$ cat src/rtl/ptmr_pkg.sv
package ptmr_pkg;

  typedef enum logic [1:0] {
    SLOT_LIMIT    = 2'd0,
    SLOT_COUNT    = 2'd1,
    SLOT_LIMIT_NR = 2'd2,
    SLOT_CTRL     = 2'd3
  } slot_e;

  typedef struct packed {
    logic lim_rst;   // counter mode: limit + restart
    logic lim_keep;  // counter mode: limit only
    logic hi_ld;     // user mode: upper half load
    logic lo_ld;     // user mode: lower half load
    logic ctl;       // user mode: run/stop
  } wr_req_t;

endpackage

$ cat src/rtl/ptmr_mode_ctl.sv
module ptmr_mode_ctl (
  input  logic clk,
  input  logic rst,
  input  logic user_mode,
  input  logic ctl_wr,
  input  logic ctl_bit,
  output logic mode_q,
  output logic chg,
  output logic run_q
);

  assign chg = user_mode ^ mode_q;

  always_ff @(posedge clk) begin
    if (rst) begin
      mode_q <= 1'b0;
      run_q  <= 1'b1;
    end else if (chg) begin
      mode_q <= user_mode;
      run_q  <= ~user_mode;
    end else if (ctl_wr) begin
      run_q  <= ctl_bit;
    end
  end


  run_cnt_mode_chk: assert property (@(posedge clk) disable iff (rst)
    !mode_q |-> run_q);

endmodule

$ cat src/rtl/ptmr_count.sv
module ptmr_count
  import ptmr_pkg::*;
#(
  parameter int DATA_W = 32,
  parameter int FRAC_W = 9
) (
  input  logic                     clk,
  input  logic                     rst,
  input  logic                     mode_q,
  input  logic                     chg,
  input  logic                     run_q,
  input  logic                     tick,
  input  wr_req_t                  wr,
  input  logic                     lim_rd_clr,
  input  logic [DATA_W-1:0]        wdata,
  output logic [DATA_W+DATA_W-FRAC_W-2:0] tk_q,
  output logic [DATA_W-FRAC_W-2:0] lim_q,
  output logic                     reached_q,
  output logic                     hit
);

  localparam int HI_W    = DATA_W - 1;
  localparam int LO_TK_W = DATA_W - FRAC_W;
  localparam int TK_W    = HI_W + LO_TK_W;
  localparam int LTK_W   = DATA_W - 1 - FRAC_W;

  logic [TK_W-1:0]  tk_d;
  logic [LTK_W-1:0] lim_d;
  logic [LTK_W-1:0] lim_eff;
  logic [LTK_W:0]   cnt_nxt;
  logic             rch_d;

  always_comb begin
    tk_d    = tk_q;
    lim_d   = lim_q;
    rch_d   = reached_q;
    hit     = 1'b0;
    lim_eff = (lim_q == '0) ? '1 : lim_q;
    cnt_nxt = {1'b0, tk_q[LTK_W-1:0]} + 1'b1;
    if (chg) begin
      tk_d  = '0;
      rch_d = 1'b0;
    end else if (!mode_q) begin
      if (wr.lim_rst) begin
        lim_d = wdata[DATA_W-2:FRAC_W];
        tk_d  = '0;
        rch_d = 1'b0;
      end else begin
        if (wr.lim_keep) lim_d = wdata[DATA_W-2:FRAC_W];
        if (lim_rd_clr)  rch_d = 1'b0;
        if (tick) begin
          if (cnt_nxt >= {1'b0, lim_eff}) begin
            tk_d = '0;
            if (lim_q != '0) begin
              hit   = 1'b1;
              rch_d = 1'b1;
            end
          end else begin
            tk_d = TK_W'(cnt_nxt);
          end
        end
      end
    end else begin
      if (wr.hi_ld) begin
        tk_d[TK_W-1:LO_TK_W] = wdata[HI_W-1:0];
        rch_d = 1'b0;
      end else if (wr.lo_ld) begin
        tk_d[LO_TK_W-1:0] = wdata[DATA_W-1:FRAC_W];
        rch_d = 1'b0;
      end else if (tick && run_q) begin
        if (&tk_q) begin
          tk_d  = '0;
          rch_d = 1'b1;
        end else begin
          tk_d = tk_q + TK_W'(1);
        end
      end
    end
  end

  always_ff @(posedge clk) begin
    if (rst) begin
      tk_q      <= '0;
      lim_q     <= '0;
      reached_q <= 1'b0;
    end else begin
      tk_q      <= tk_d;
      lim_q     <= lim_d;
      reached_q <= rch_d;
    end
  end


  hit_flag_chk: assert property (@(posedge clk) disable iff (rst)
    hit |=> (reached_q && tk_q == '0));


  stop_hold_chk: assert property (@(posedge clk) disable iff (rst)
    (mode_q && !run_q && !chg && !wr.hi_ld && !wr.lo_ld) |=> $stable(tk_q));

endmodule

$ cat src/rtl/ptmr_rd_mux.sv
module ptmr_rd_mux
  import ptmr_pkg::*;
#(
  parameter int DATA_W = 32,
  parameter int FRAC_W = 9
) (
  input  logic                     clk,
  input  logic                     rst,
  input  logic                     rd,
  input  slot_e                    slot,
  input  logic                     mode_q,
  input  logic                     run_q,
  input  logic                     reached_q,
  input  logic [DATA_W+DATA_W-FRAC_W-2:0] tk_q,
  input  logic [DATA_W-FRAC_W-2:0] lim_q,
  output logic [DATA_W-1:0]        rdata
);

  localparam int LO_TK_W = DATA_W - FRAC_W;
  localparam int TK_W    = DATA_W - 1 + LO_TK_W;
  localparam int LTK_W   = DATA_W - 1 - FRAC_W;

  logic [DATA_W-1:0] rd_d;

  always_comb begin
    unique case (slot)
      SLOT_LIMIT: rd_d = mode_q ? {reached_q, tk_q[TK_W-1:LO_TK_W]}
                                : {1'b0, lim_q, {FRAC_W{1'b0}}};
      SLOT_COUNT: rd_d = mode_q ? {tk_q[LO_TK_W-1:0], {FRAC_W{1'b0}}}
                                : {reached_q, tk_q[LTK_W-1:0], {FRAC_W{1'b0}}};
      SLOT_CTRL:  rd_d = {{(DATA_W-1){1'b0}}, run_q};
      default:    rd_d = '0;
    endcase
  end

  always_ff @(posedge clk) begin
    if (rst)     rdata <= '0;
    else if (rd) rdata <= rd_d;
  end

endmodule

$ cat src/rtl/ptmr_dual_timer.sv
module ptmr_dual_timer
  import ptmr_pkg::*;
#(
  parameter int DATA_W = 32,
  parameter int FRAC_W = 9
) (
  input  logic              clk,
  input  logic              rst,
  input  logic              tick,
  input  logic              user_mode,
  input  logic              reg_wr,
  input  logic              reg_rd,
  input  logic [1:0]        reg_addr,
  input  logic [DATA_W-1:0] reg_wdata,
  output logic [DATA_W-1:0] reg_rdata,
  output logic              irq
);

  localparam int LO_TK_W = DATA_W - FRAC_W;
  localparam int TK_W    = DATA_W - 1 + LO_TK_W;
  localparam int LTK_W   = DATA_W - 1 - FRAC_W;

  logic             mode_q, chg, run_q, reached_q, hit, lim_rd_clr, acc_ok;
  logic [TK_W-1:0]  tk_q;
  logic [LTK_W-1:0] lim_q;
  wr_req_t          wr;
  slot_e            slot;

  assign slot   = slot_e'(reg_addr);
  assign acc_ok = !chg;

  always_comb begin
    wr.lim_rst  = reg_wr && acc_ok && !mode_q && slot == SLOT_LIMIT;
    wr.lim_keep = reg_wr && acc_ok && !mode_q && slot == SLOT_LIMIT_NR;
    wr.hi_ld    = reg_wr && acc_ok &&  mode_q && slot == SLOT_LIMIT;
    wr.lo_ld    = reg_wr && acc_ok &&  mode_q && slot == SLOT_COUNT;
    wr.ctl      = reg_wr && acc_ok &&  mode_q && slot == SLOT_CTRL;
  end
  assign lim_rd_clr = reg_rd && acc_ok && !mode_q && slot == SLOT_LIMIT;

  ptmr_mode_ctl u_mode (
    .clk(clk), .rst(rst), .user_mode(user_mode),
    .ctl_wr(wr.ctl), .ctl_bit(reg_wdata[0]),
    .mode_q(mode_q), .chg(chg), .run_q(run_q)
  );

  ptmr_count #(.DATA_W(DATA_W), .FRAC_W(FRAC_W)) u_count (
    .clk(clk), .rst(rst), .mode_q(mode_q), .chg(chg), .run_q(run_q),
    .tick(tick), .wr(wr), .lim_rd_clr(lim_rd_clr), .wdata(reg_wdata),
    .tk_q(tk_q), .lim_q(lim_q), .reached_q(reached_q), .hit(hit)
  );

  ptmr_rd_mux #(.DATA_W(DATA_W), .FRAC_W(FRAC_W)) u_rd (
    .clk(clk), .rst(rst), .rd(reg_rd), .slot(slot), .mode_q(mode_q),
    .run_q(run_q), .reached_q(reached_q), .tk_q(tk_q), .lim_q(lim_q),
    .rdata(reg_rdata)
  );

  // hit beats the read clear; a limit write never coincides with a hit
  always_ff @(posedge clk) begin
    if (rst)                          irq <= 1'b0;
    else if (chg)                     irq <= 1'b0;
    else if (hit)                     irq <= 1'b1;
    else if (wr.lim_rst || lim_rd_clr) irq <= 1'b0;
  end


  irq_user_chk: assert property (@(posedge clk) disable iff (rst)
    mode_q |-> !irq);


  enter_user_chk: assert property (@(posedge clk) disable iff (rst)
    $rose(mode_q) |-> (!run_q && tk_q == '0 && !reached_q));


  enter_cnt_chk: assert property (@(posedge clk) disable iff (rst)
    $fell(mode_q) |-> (run_q && tk_q == '0 && !irq));

endmodule

$ cat config.mk
export PLATFORM = sky130hd
export DESIGN_NAME = ptmr_dual_timer
export DESIGN_NICKNAME = d
export VERILOG_FILES = /design/src/rtl/ptmr_pkg.sv /design/src/rtl/ptmr_mode_ctl.sv /design/src/rtl/ptmr_count.sv /design/src/rtl/ptmr_rd_mux.sv /design/src/rtl/ptmr_dual_timer.sv
export SDC_FILE = /design/constraint.sdc
export NUM_CORES = 1
export LEC_CHECK = 0
export CAP_MARGIN = 20
export CELL_PAD_IN_SITES_DETAIL_PLACEMENT = 0
export CELL_PAD_IN_SITES_GLOBAL_PLACEMENT = 2
export CORE_ASPECT_RATIO = 0.8
export CORE_MARGIN = 3
export CORE_UTILIZATION = 30
export CTS_BUF_LIST = sky130_fd_sc_hd__clkbuf_8
export CTS_CLUSTER_DIAMETER = 50
export CTS_CLUSTER_SIZE = 25
export DETAILED_ROUTE_END_ITERATION = 16
export PLACE_DENSITY_LB_ADDON = 0.1
export SYNTH_ARGS = -nofsm -noshare
export SYNTH_HDL_FRONTEND = slang
export SYNTH_HIERARCHICAL = 1
export SYNTH_SLANG_ARGS = --single-unit
$ cat constraint.sdc
create_clock -name clk -period 3.5 [get_ports clk]
set_input_delay 0.525 -clock clk [delete_from_list [all_inputs] [get_ports clk]]
set_output_delay 0.525 -clock clk [all_outputs]
set_load 0.005 [all_outputs]
======== Word-level counts from Yosys, hierarchy flattened ========
Index checks and enable logic that the tools add are counted.
Widths: inputs -> output; s select.
word-level totals
  flip-flop bits (word level) ............. 112
  bits of input ports ..................... 40
  output and inout port bits .............. 33
  logic and storage cells ................. 88
cells by class
  add/sub/neg operators ................... 2
  magnitude comparators ................... 1
  equality and inequality tests ........... 9
  muxes and demuxes ....................... 36
  bitwise operators ....................... 4
  reduce and logical (&&, ||, !) cells .... 28
operators with widths
  cell                   number
  $mux 54                5
  $pmux 32 s3            1
  $mux 23                3
  $mux 22                3
  $mux 32                2
  $mux 31                2
  $add 54x1->54 const B  1
  $reduce_and 54->1      1
  $add 22x1->23 const B  1
  $ge 23x22->1           1
  $logic_not 22->1       1
  $reduce_bool 22->1     1
  $mux 1                 20
  $logic_and 1x1->1      12
  $reduce_and 3->1       3
  $ne 4x1->1 const B     2
  $ne 3x1->1 const B     2
  $reduce_bool 2->1      3
  $eq 2x2->1 const B     2
  $ne 3x2->1 const B     1
  $not 1->1              3
  $reduce_bool 3->1      1
  $eq 2x1->1 const B     1
  $logic_not 1->1        2
  other kinds (6)        6

======== Longest topological paths before layout ========
Gate-level depths: netlist of run 1.
  word-level depth ........................ 11
  gate-level depth with buffers ........... 17
  depth with buffers taken out ............ 16

======== Modules after synthesis ========
The synthesis of run 1 kept the hierarchy.
modules (own cells, without submodules)
  module           times used  cells each  area each (sq um)  seq. area each (sq um)
  ptmr_count       1           682         5,103.6            1,541.5
  ptmr_rd_mux      1           170         1,550.2            640.6
  ptmr_dual_timer  1           14          115.1              20.0
  ptmr_mode_ctl    1           8           83.8               40.0

======== Least setup slack after synthesis of run 1 ========
Ideal clock, no wire load.
  path type ............................... reg-to-reg
  start point ............................. reg u_count.lim_q[5]
  end point ............................... reg irq
  library setup time ...................... 0.060 ns
  data arrival time ....................... 3.730 ns
  data required time ...................... 3.440 ns
  slack ................................... -0.291 ns
  cell stages (with the launch flop) ...... 15
  buffers on the path ..................... 1
  period minus slack after synthesis ...... 3.791 ns
  cell sequence ........................... dfxtp_1 > or4_1 > nor4_1 > clkbuf_1 > nor2_1 > ha_1 > nand3_1 > or2_2 > or4_1 > and4_1 > nand3_1 > nand3b_1 > nor4_1 > o21bai_1 > o221a_1
between the ends
  word-level cells in the longest chain between the ends .. 9
  elaborated cells between the ends (all ways) .. 12
  classes of those cells .................. order compare (1); mux (8); reduce/logical (3)
ends and longest elaborated chain
  item                                         line                   RTL
  from (decl)                                  ptmr_count.sv:17       output logic [DATA_W-FRAC_W-2:0] lim_q,
  from (signal assigned)                       ptmr_count.sv:88       lim_q <= lim_d;
  $logic_not 22->1                             ptmr_count.sv:38       lim_eff = (lim_q == '0) ? '1 : lim_q;
  $mux 22                                      ptmr_count.sv:38
  $ge 23x22->1                                 ptmr_count.sv:52       if (cnt_nxt >= {1'b0, lim_eff}) begin
  $mux 1 *                                     ptmr_count.sv:52
  $mux 1 *                                     ptmr_count.sv:51       if (tick) begin
  $mux 1 *                                     ptmr_count.sv:44       if (wr.lim_rst) begin
  $mux 1 *                                     ptmr_count.sv:43       end else if (!mode_q) begin
  $mux 1 *                                     ptmr_count.sv:40       if (chg) begin
  named net hit                                ptmr_dual_timer.sv:23  logic mode_q, chg, run_q, reached_q, hit, lim_rd_clr, acc_ok;
  $mux 1 or $reduce_bool 2->1 (tied branches)  --
  to (signal assigned)                         ptmr_dual_timer.sv:62  else if (chg) irq <= 1'b0;
  to (signal assigned)                         ptmr_dual_timer.sv:63  else if (hit) irq <= 1'b1;
  to (signal assigned)                         ptmr_dual_timer.sv:64  else if (wr.lim_rst || lim_rd_clr) irq <= 1'b0;
  to (decl)                                    ptmr_dual_timer.sv:16  output logic irq
The timed path passes the listed nets; every way through them passes the cells marked *.
A chain may end at the register's enable or synchronous reset.

======== Worst setup path in the final report of run 1 ========
  start point ............................. reg u_count.lim_q[4]
  end point ............................... reg irq
Same word-level chain as after synthesis.

==> impl_results.md, run 1 <==
* RSZ-0062 raised after global routing: true
* Routed WL per cell at 23.29 um
* Synthesized flop and latch total at 112
* Routed via count at 7415
* Clock Sinks at 112
* Synth Instances at 874
* Async S/R FF share, synth at 0%
* Row count at 48
* Routed Antenna Nets at 0
* Buffers on Ports at 72
* Die X at 175.0 um
* Final min period at 3.662 ns
* Top FF cell, synth: dfxtp_1
* Critical-path maximum fanout at 8
* # diodes at 0
* First-pass GRT wire length at 45540 um
* Hold buffers post-CTS at 0
* Synth Cell Area at 6853 um2
* Setup TNS Final at -1.483 ns
* Initial antenna violation count at 1
* Die Footprint at 24700 um2
* Nets at 1101
* WL final at 31280 um
* # Max-Cap Violations at 0
* Commonest non-fill, non-tap cell in the layout: nand2_1
* Fin util at 44.42%
* WP data arrival at 4.02 ns
* GRT Resource Usage Total at 24.67%
* Most frequent cells in the layout: 125 x nand2_1, 121 x buf_4, 104 x dfxtp_1
* Status: finished, violations left
* Avg Cell Area, Syn at 7.841 um2
* Area growth syn-to-layout at 42.49%
* Starting Density at 31.18%
* Worst-Margin Slew at 0.8278 ns
* Rel. slew slack at 44.75%
* CTS tree: done
* RePlAce Congestion at 0.9528
* Via count of the first global-routing pass at 6955
* Register area share after synthesis at 32.72%
* PwrDens at 307.3 nW/um2
* CTS buffer count at 9
* Setup ws final at -0.1621 ns
* Clk_skew at 0.03714 ns
* Count of final setup violators at 19
* VDD IR max at 0.0002193 V
* Worst-Skew Late Latency at 0.41 ns
* Grt ovf at 0
* DP Wirelength at 23940 um
* Number of fill cells at 2279
* Clock buffer depth at 2
* Worst-path clk slew at 0.13 ns
* Htree depth at 3
* Critical Path RT at 3.86 ns
* Core box area at 21980 um2
* Fmax at 0.2731 GHz
* Post-route DRC at 0
* IO Pins at 73
* Syn nets at 937
* Hold Path Class: flop to flop
* Violated checks: negative setup slack
* Setup CP Type: flop to flop
* Max Transition Viols Final at 0
* Setup crit end kind: flop
* Die height at 141.2 um
* Lkg Pwr at 3.596 nW
* Yosys warns at 6
* Largest net degree at the start of global routing at 50
* Clk Tree Root Cell: clkbuf_8
* Fin crit share at 104.6%
* Final Hold Vio Count at 0
* Crit path launch type: flop
* DRT Pass-1 Iters at 5
* Post-synth EDFFs at 0
* Vias per inst at 5.521
* Yosys cell types at 71
* Detailed router's first-iteration violation count at 628
* Share of cells above drive strength 1 at 26.56%
worst max-delay path: stages, from the launching register on:
cell      delay (ns)
dfxtp_2         0.35
nor4_4          0.29
nand4_1         0.18
nor4_4          0.23
buf_4           0.18
buf_12          0.15
buf_6           0.11
nor2_4          0.03
ha_4            0.25
nand2_2         0.05
or2_4           0.26
or4_4           0.47
and4_4          0.19
nand3_4         0.08
nand3b_1        0.22
nor4_2          0.23
o21bai_1        0.15
o221a_1         0.18
cell usage after synthesis (9+ instances only):
| cell type | n | share of area [%] |
|---|---|---|
| nand4_1 | 11 | 1.0 |
| buf_2 | 15 | 1.1 |
| nor2b_1 | 15 | 1.4 |
| mux2i_1 | 24 | 3.5 |
| nor2_1 | 87 | 4.8 |
| dfxtp_1 | 112 | 33 |
| a22o_1 | 26 | 3.3 |
| a31oi_1 | 9 | 0.82 |
| xnor2_1 | 20 | 2.6 |
| nand2_1 | 128 | 7.0 |
| xor2_1 | 13 | 1.7 |
| ha_1 | 23 | 4.2 |
| nor3_1 | 11 | 0.80 |
| a221oi_1 | 12 | 1.5 |
| o21ai_0 | 53 | 3.9 |
| and3_1 | 20 | 1.8 |
| clkbuf_1 | 36 | 2.0 |
| nand3_1 | 35 | 2.6 |
| nor4_1 | 18 | 1.6 |
| o21ai_1 | 13 | 0.95 |
| a21oi_1 | 64 | 4.7 |
power by group:
part	internal (mW)	total, mW	switching [mW]	leakage, nW
logic	0.398	0.861	0.464	2.59
registers	1.29	1.31	0.0163	0.908
clock network	0.287	0.830	0.543	0.103
routing by layer:
layer  GRT usage, %  wire (um)
met5              0          0
met4          4.154        394
met3          6.893       2455
met2          35.06      12750
met1          37.32      15680
state kept, by name (all words and copies together) (netlist names):
name and cells:
u_count/tk_q 54, u_rd/rdata 32, u_mode/mode_q 1, u_count/reached_q 1
u_mode/run_q 1, u_count/lim_q 22, irq 1
repair_timing:
item,CTS,global route
pin swaps,20,47
buffers inserted,10,10
gates cloned,0,1
gates resized for setup,46,93
hold endpoints to repair,0,0
endpoints found under the setup margin,24,24
worst paths after layout:
path                    startpoint              to  slack [ns]  depth (start not counted)
hold / removal      u_rd/rdata[24]  u_rd/rdata[24]        0.49                          1
hold reg to reg     u_rd/rdata[24]  u_rd/rdata[24]        0.49                          1
setup / recovery  u_count/lim_q[4]             irq       -0.16                         17
setup reg to reg  u_count/lim_q[4]             irq       -0.16                         17
metrics by stage:
step	hold slack (ns)	std cells	instance area (um2)	power [mW]	setup slack [ns]
4_1_cts	0.4938	1332	9180	2.834	-0.2465
2_1_floorplan	0.4511	874	6920	1.647	0.02156
3_3_place_gp	0.4611	1305	8645	1.927	-0.3827
5_1_grt	0.5035	1343	9764	3.144	-0.3031
3_5_place_dp	0.4638	1306	8656	1.938	-0.4806
6_report	0.4926	1343	9764	3.001	-0.1621
area by class of cell:
cell class              instances  area (um2)  area share (%)
flip-flops and latches        112        2252           23.07
clock inverters                 7       83.83          0.8585
inverters                       7       26.28          0.2691
repair buffers                210        1872           19.17
well taps                     300       375.4           3.844
clock buffers                   9       123.9           1.269
multi-input cells             698        5031           51.52
cells by family (layout without fill, tap and decap cells):
family | after synthesis | after routing | share of synthesized area (%)
fa+ha+maj | 23 | 23 | 4.199
simple gates | 378 | 378 | 27.68
buf+inv | 64 | 233 | 4.327
compound gates | 238 | 238 | 23.02
flops | 112 | 112 | 32.72
xor+xnor | 33 | 33 | 4.218
mux | 26 | 26 | 3.834
Note: power is estimated with default switching activity, not from simulation.
==> inputs of run 2 (changes only) <==
--- a/config.mk
+++ b/config.mk
@@ -15,6 +15,8 @@
 export CTS_CLUSTER_DIAMETER = 50
 export CTS_CLUSTER_SIZE = 25
 export DETAILED_ROUTE_END_ITERATION = 16
+export GPL_ROUTABILITY_DRIVEN = 0
+export MAX_ROUTING_LAYER = met4
 export PLACE_DENSITY_LB_ADDON = 0.1
 export SYNTH_ARGS = -nofsm -noshare
 export SYNTH_HDL_FRONTEND = slang
==> impl_results.md, run 2 (same netlist as run 1, synthesis figures left out) <==
* Status: finished, violations left
* Violated checks: negative setup slack
* Critical-path maximum fanout at 8 (unchanged)
* Placement Setup Slack at -0.5543 ns (-0.07367 ns)
* Clock Sinks at 112 (unchanged)
* Clock buffer depth at 2 (unchanged)
* Setup CP Type: flop to flop
* Clk Tree Root Cell: clkbuf_8
* Worst path max stage delay at 0.40 ns (-0.07 ns)
* Routed Antenna Nets at 0 (unchanged)
* Fin util at 42.70% (-1.7 points)
* First-pass GRT wire length at 43620 um (-4.2%)
* Worst path cell trace: nor4_4 -> nand4_1 -> nor4_4 -> buf_4 -> buf_6 -> clkbuf_16 -> buf_8 -> nor2_2 -> ha_1 -> and4_4 -> nand2_4 -> or4_1 -> and4_4 -> nand3_4 -> o32ai_4 -> buf_6 -> a221oi_1 -> nor2_1
* Row count at 48 (unchanged)
* Hold Path Class: flop to flop
* DRT Pass-1 Iters at 8 (+3)
* Share of cells above drive strength 1 at 22.49% (-4.1 points)
* DP Wirelength at 22480 um (-6.1%)
* Die Footprint at 24700 um2 (unchanged)
* Post-route DRC at 0 (unchanged)
* Reg with most FFs: u_count/tk_q
* Die height at 141.2 um (unchanged)
* Design area at 9387 um2 (-3.9%)
* Final non-filler cell total at 1336 (-0.52%)
* Most frequent cells in the layout: 127 x nand2_1, 114 x buf_4, 104 x dfxtp_1
* Fin crit share at 107.5% (+2.8 points)
* Switching power share of the total at 33.03% (-1.1 points)
* Htree depth at 3 (unchanged)
* Slowest cell on crit path: or4_1
* CTS tree: done
* Starting Density at 31.18% (unchanged)
* Grt ovf at 0 (unchanged)
* Via count of the first global-routing pass at 6771 (-2.6%)
* Largest net degree at the start of global routing at 49 (-2.0%)
* Setup crit end kind: flop
* Final min period at 3.761 ns (+0.09924 ns)
* Crit-path leading delay family: simple AND/OR/NAND/NOR gates
* Number of fill cells at 2257 (-0.97%)
* Detailed router's first-iteration violation count at 647 (+3.0%)
* Critical Path RT at 3.80 ns (-0.06 ns)
* Area growth syn-to-layout at 36.97%
* Final Hold Vio Count at 0 (unchanged)
* Fin Hold WS at 0.4872 ns (-0.005435 ns)
* VDD IR max at 0.0001406 V (-36%)
* Setup ws final at -0.2614 ns (-0.09924 ns)
* PwrDens at 311.8 nW/um2 (+1.4%)
* Lkg Pwr at 3.503 nW (-2.6%)
* Worst-Margin Slew at 0.8429 ns (+0.01503 ns)
* Routed WL per cell at 22.14 um (-4.9%)
* WP buf/inv at 5 (+2)
* GRT Resource Usage Total at 23.95% (-0.73 points)
* Comb pwr share at 27.8% (-0.9 points)
* Commonest non-fill, non-tap cell in the layout: nand2_1
* Count of final setup violators at 23 (+4)
* Core box area at 21980 um2 (unchanged)
* # diodes at 0 (unchanged)
* Fmax at 0.2659 GHz (-2.6%)
* Crit path launch type: flop
* DP Cell Count at 1297 (-0.69%)
* WP data arrival at 4.06 ns (+0.04 ns)
* Net Sw Power at 0.9665 mW (-5.5%)
* WL final at 29580 um (-5.4%)
* RSZ-0062 raised after global routing: true
* Max Transition Viols Final at 0 (unchanged)
* Internal at 1.960 mW (-0.91%)
* Worst-path clk slew at 0.13 ns (about the same)
* Die X at 175.0 um (unchanged)
* Nets at 1094 (-0.64%)
* # Max-Cap Violations at 0 (unchanged)
* Largest regs: u_count/tk_q x54, u_rd/rdata x32, u_count/lim_q x22
* Rel. slew slack at 43.75% (-1.0 points)
* Buffers on Ports at 72 (unchanged)
* Vias per inst at 5.550 (+0.52%)
* IO Pins at 73 (unchanged)
* Placed Area at 8601 um2 (-0.64%)
* Sequential share of power at 44.7% (+1.1 points)
* Routed via count at 7415 (unchanged)
* Clk network pwr share at 27.5% (-0.2 points)
* Worst-Skew Late Latency at 0.40 ns (about the same)
* Clk_skew at 0.02430 ns (-0.01284 ns)
* Max reg flops at 54 (unchanged)
* CTS buffer count at 9 (unchanged)
* Initial antenna violation count at 0 (-1)
[run 2: cell count changes in the layout (fill, tap and decap cells not counted), sizes merged]
| cell | previous run | this run |
|---|---|---|
| clkinv | 4 | 3 |
| clkbuf | 10 | 11 |
| inv | 10 | 11 |
| buf | 138 | 130 |
[run 2: path summary, 6_finish.rpt]
kind,from,endpoint,slack (ns),cells past startpoint
hold / removal,u_rd/rdata[31],u_rd/rdata[31],0.49,1
hold reg to reg,u_rd/rdata[31],u_rd/rdata[31],0.49,1
setup / recovery,u_count/lim_q[4],u_count/tk_q[17],-0.26,18
setup reg to reg,u_count/lim_q[4],u_count/tk_q[17],-0.26,18
[run 2: power by group through the flow]
stage | clock network [mW] | logic, mW | registers (mW)
6_report | 0.804 | 0.813 | 1.31
5_1_grt | 0.891 | 0.868 | 1.31
4_1_cts | 0.845 | 0.669 | 1.31
3_5_place_dp | 0 | 0.585 | 1.34
3_3_place_gp | 0 | 0.578 | 1.34
2_1_floorplan | 0 | 0.309 | 1.34
[run 2: area by class of cell]
cell class,instances,area [um2],area share (%)
multi-input combinational,698,4701,50.08
clock inverter,7,75.07,0.7998
clock buffer,9,123.9,1.320
timing repair buffer,203,1833,19.53
tap,300,375.4,3.999
sequential,112,2252,23.99
inverter,7,26.28,0.2799
[run 2: metrics by stage]
step	TNS, ns	total power, mW
global route	-7.089	3.070
global placement	-6.053	1.913
CTS	-4.250	2.822
finish	-3.788	2.926
detailed placement	-8.749	1.920
floorplan	0	1.647
[run 2: timing repair]
action | CTS | global route
setup endpoints to repair | 24 | 24
setup buffers | 12 | 9
resized for setup | 36 | 51
pin swaps | 24 | 26
hold buffers | 0 | 0
cloned | 1 | 1
[run 2: layer usage]
metal	vias up	routed length, um	track usage, %
met3	26	2490	4.873
met4	0	464	4.700
met1	3565	14610	35.91
li1	3520	-	-
met5	-	0	-
met2	304	12020	32.98
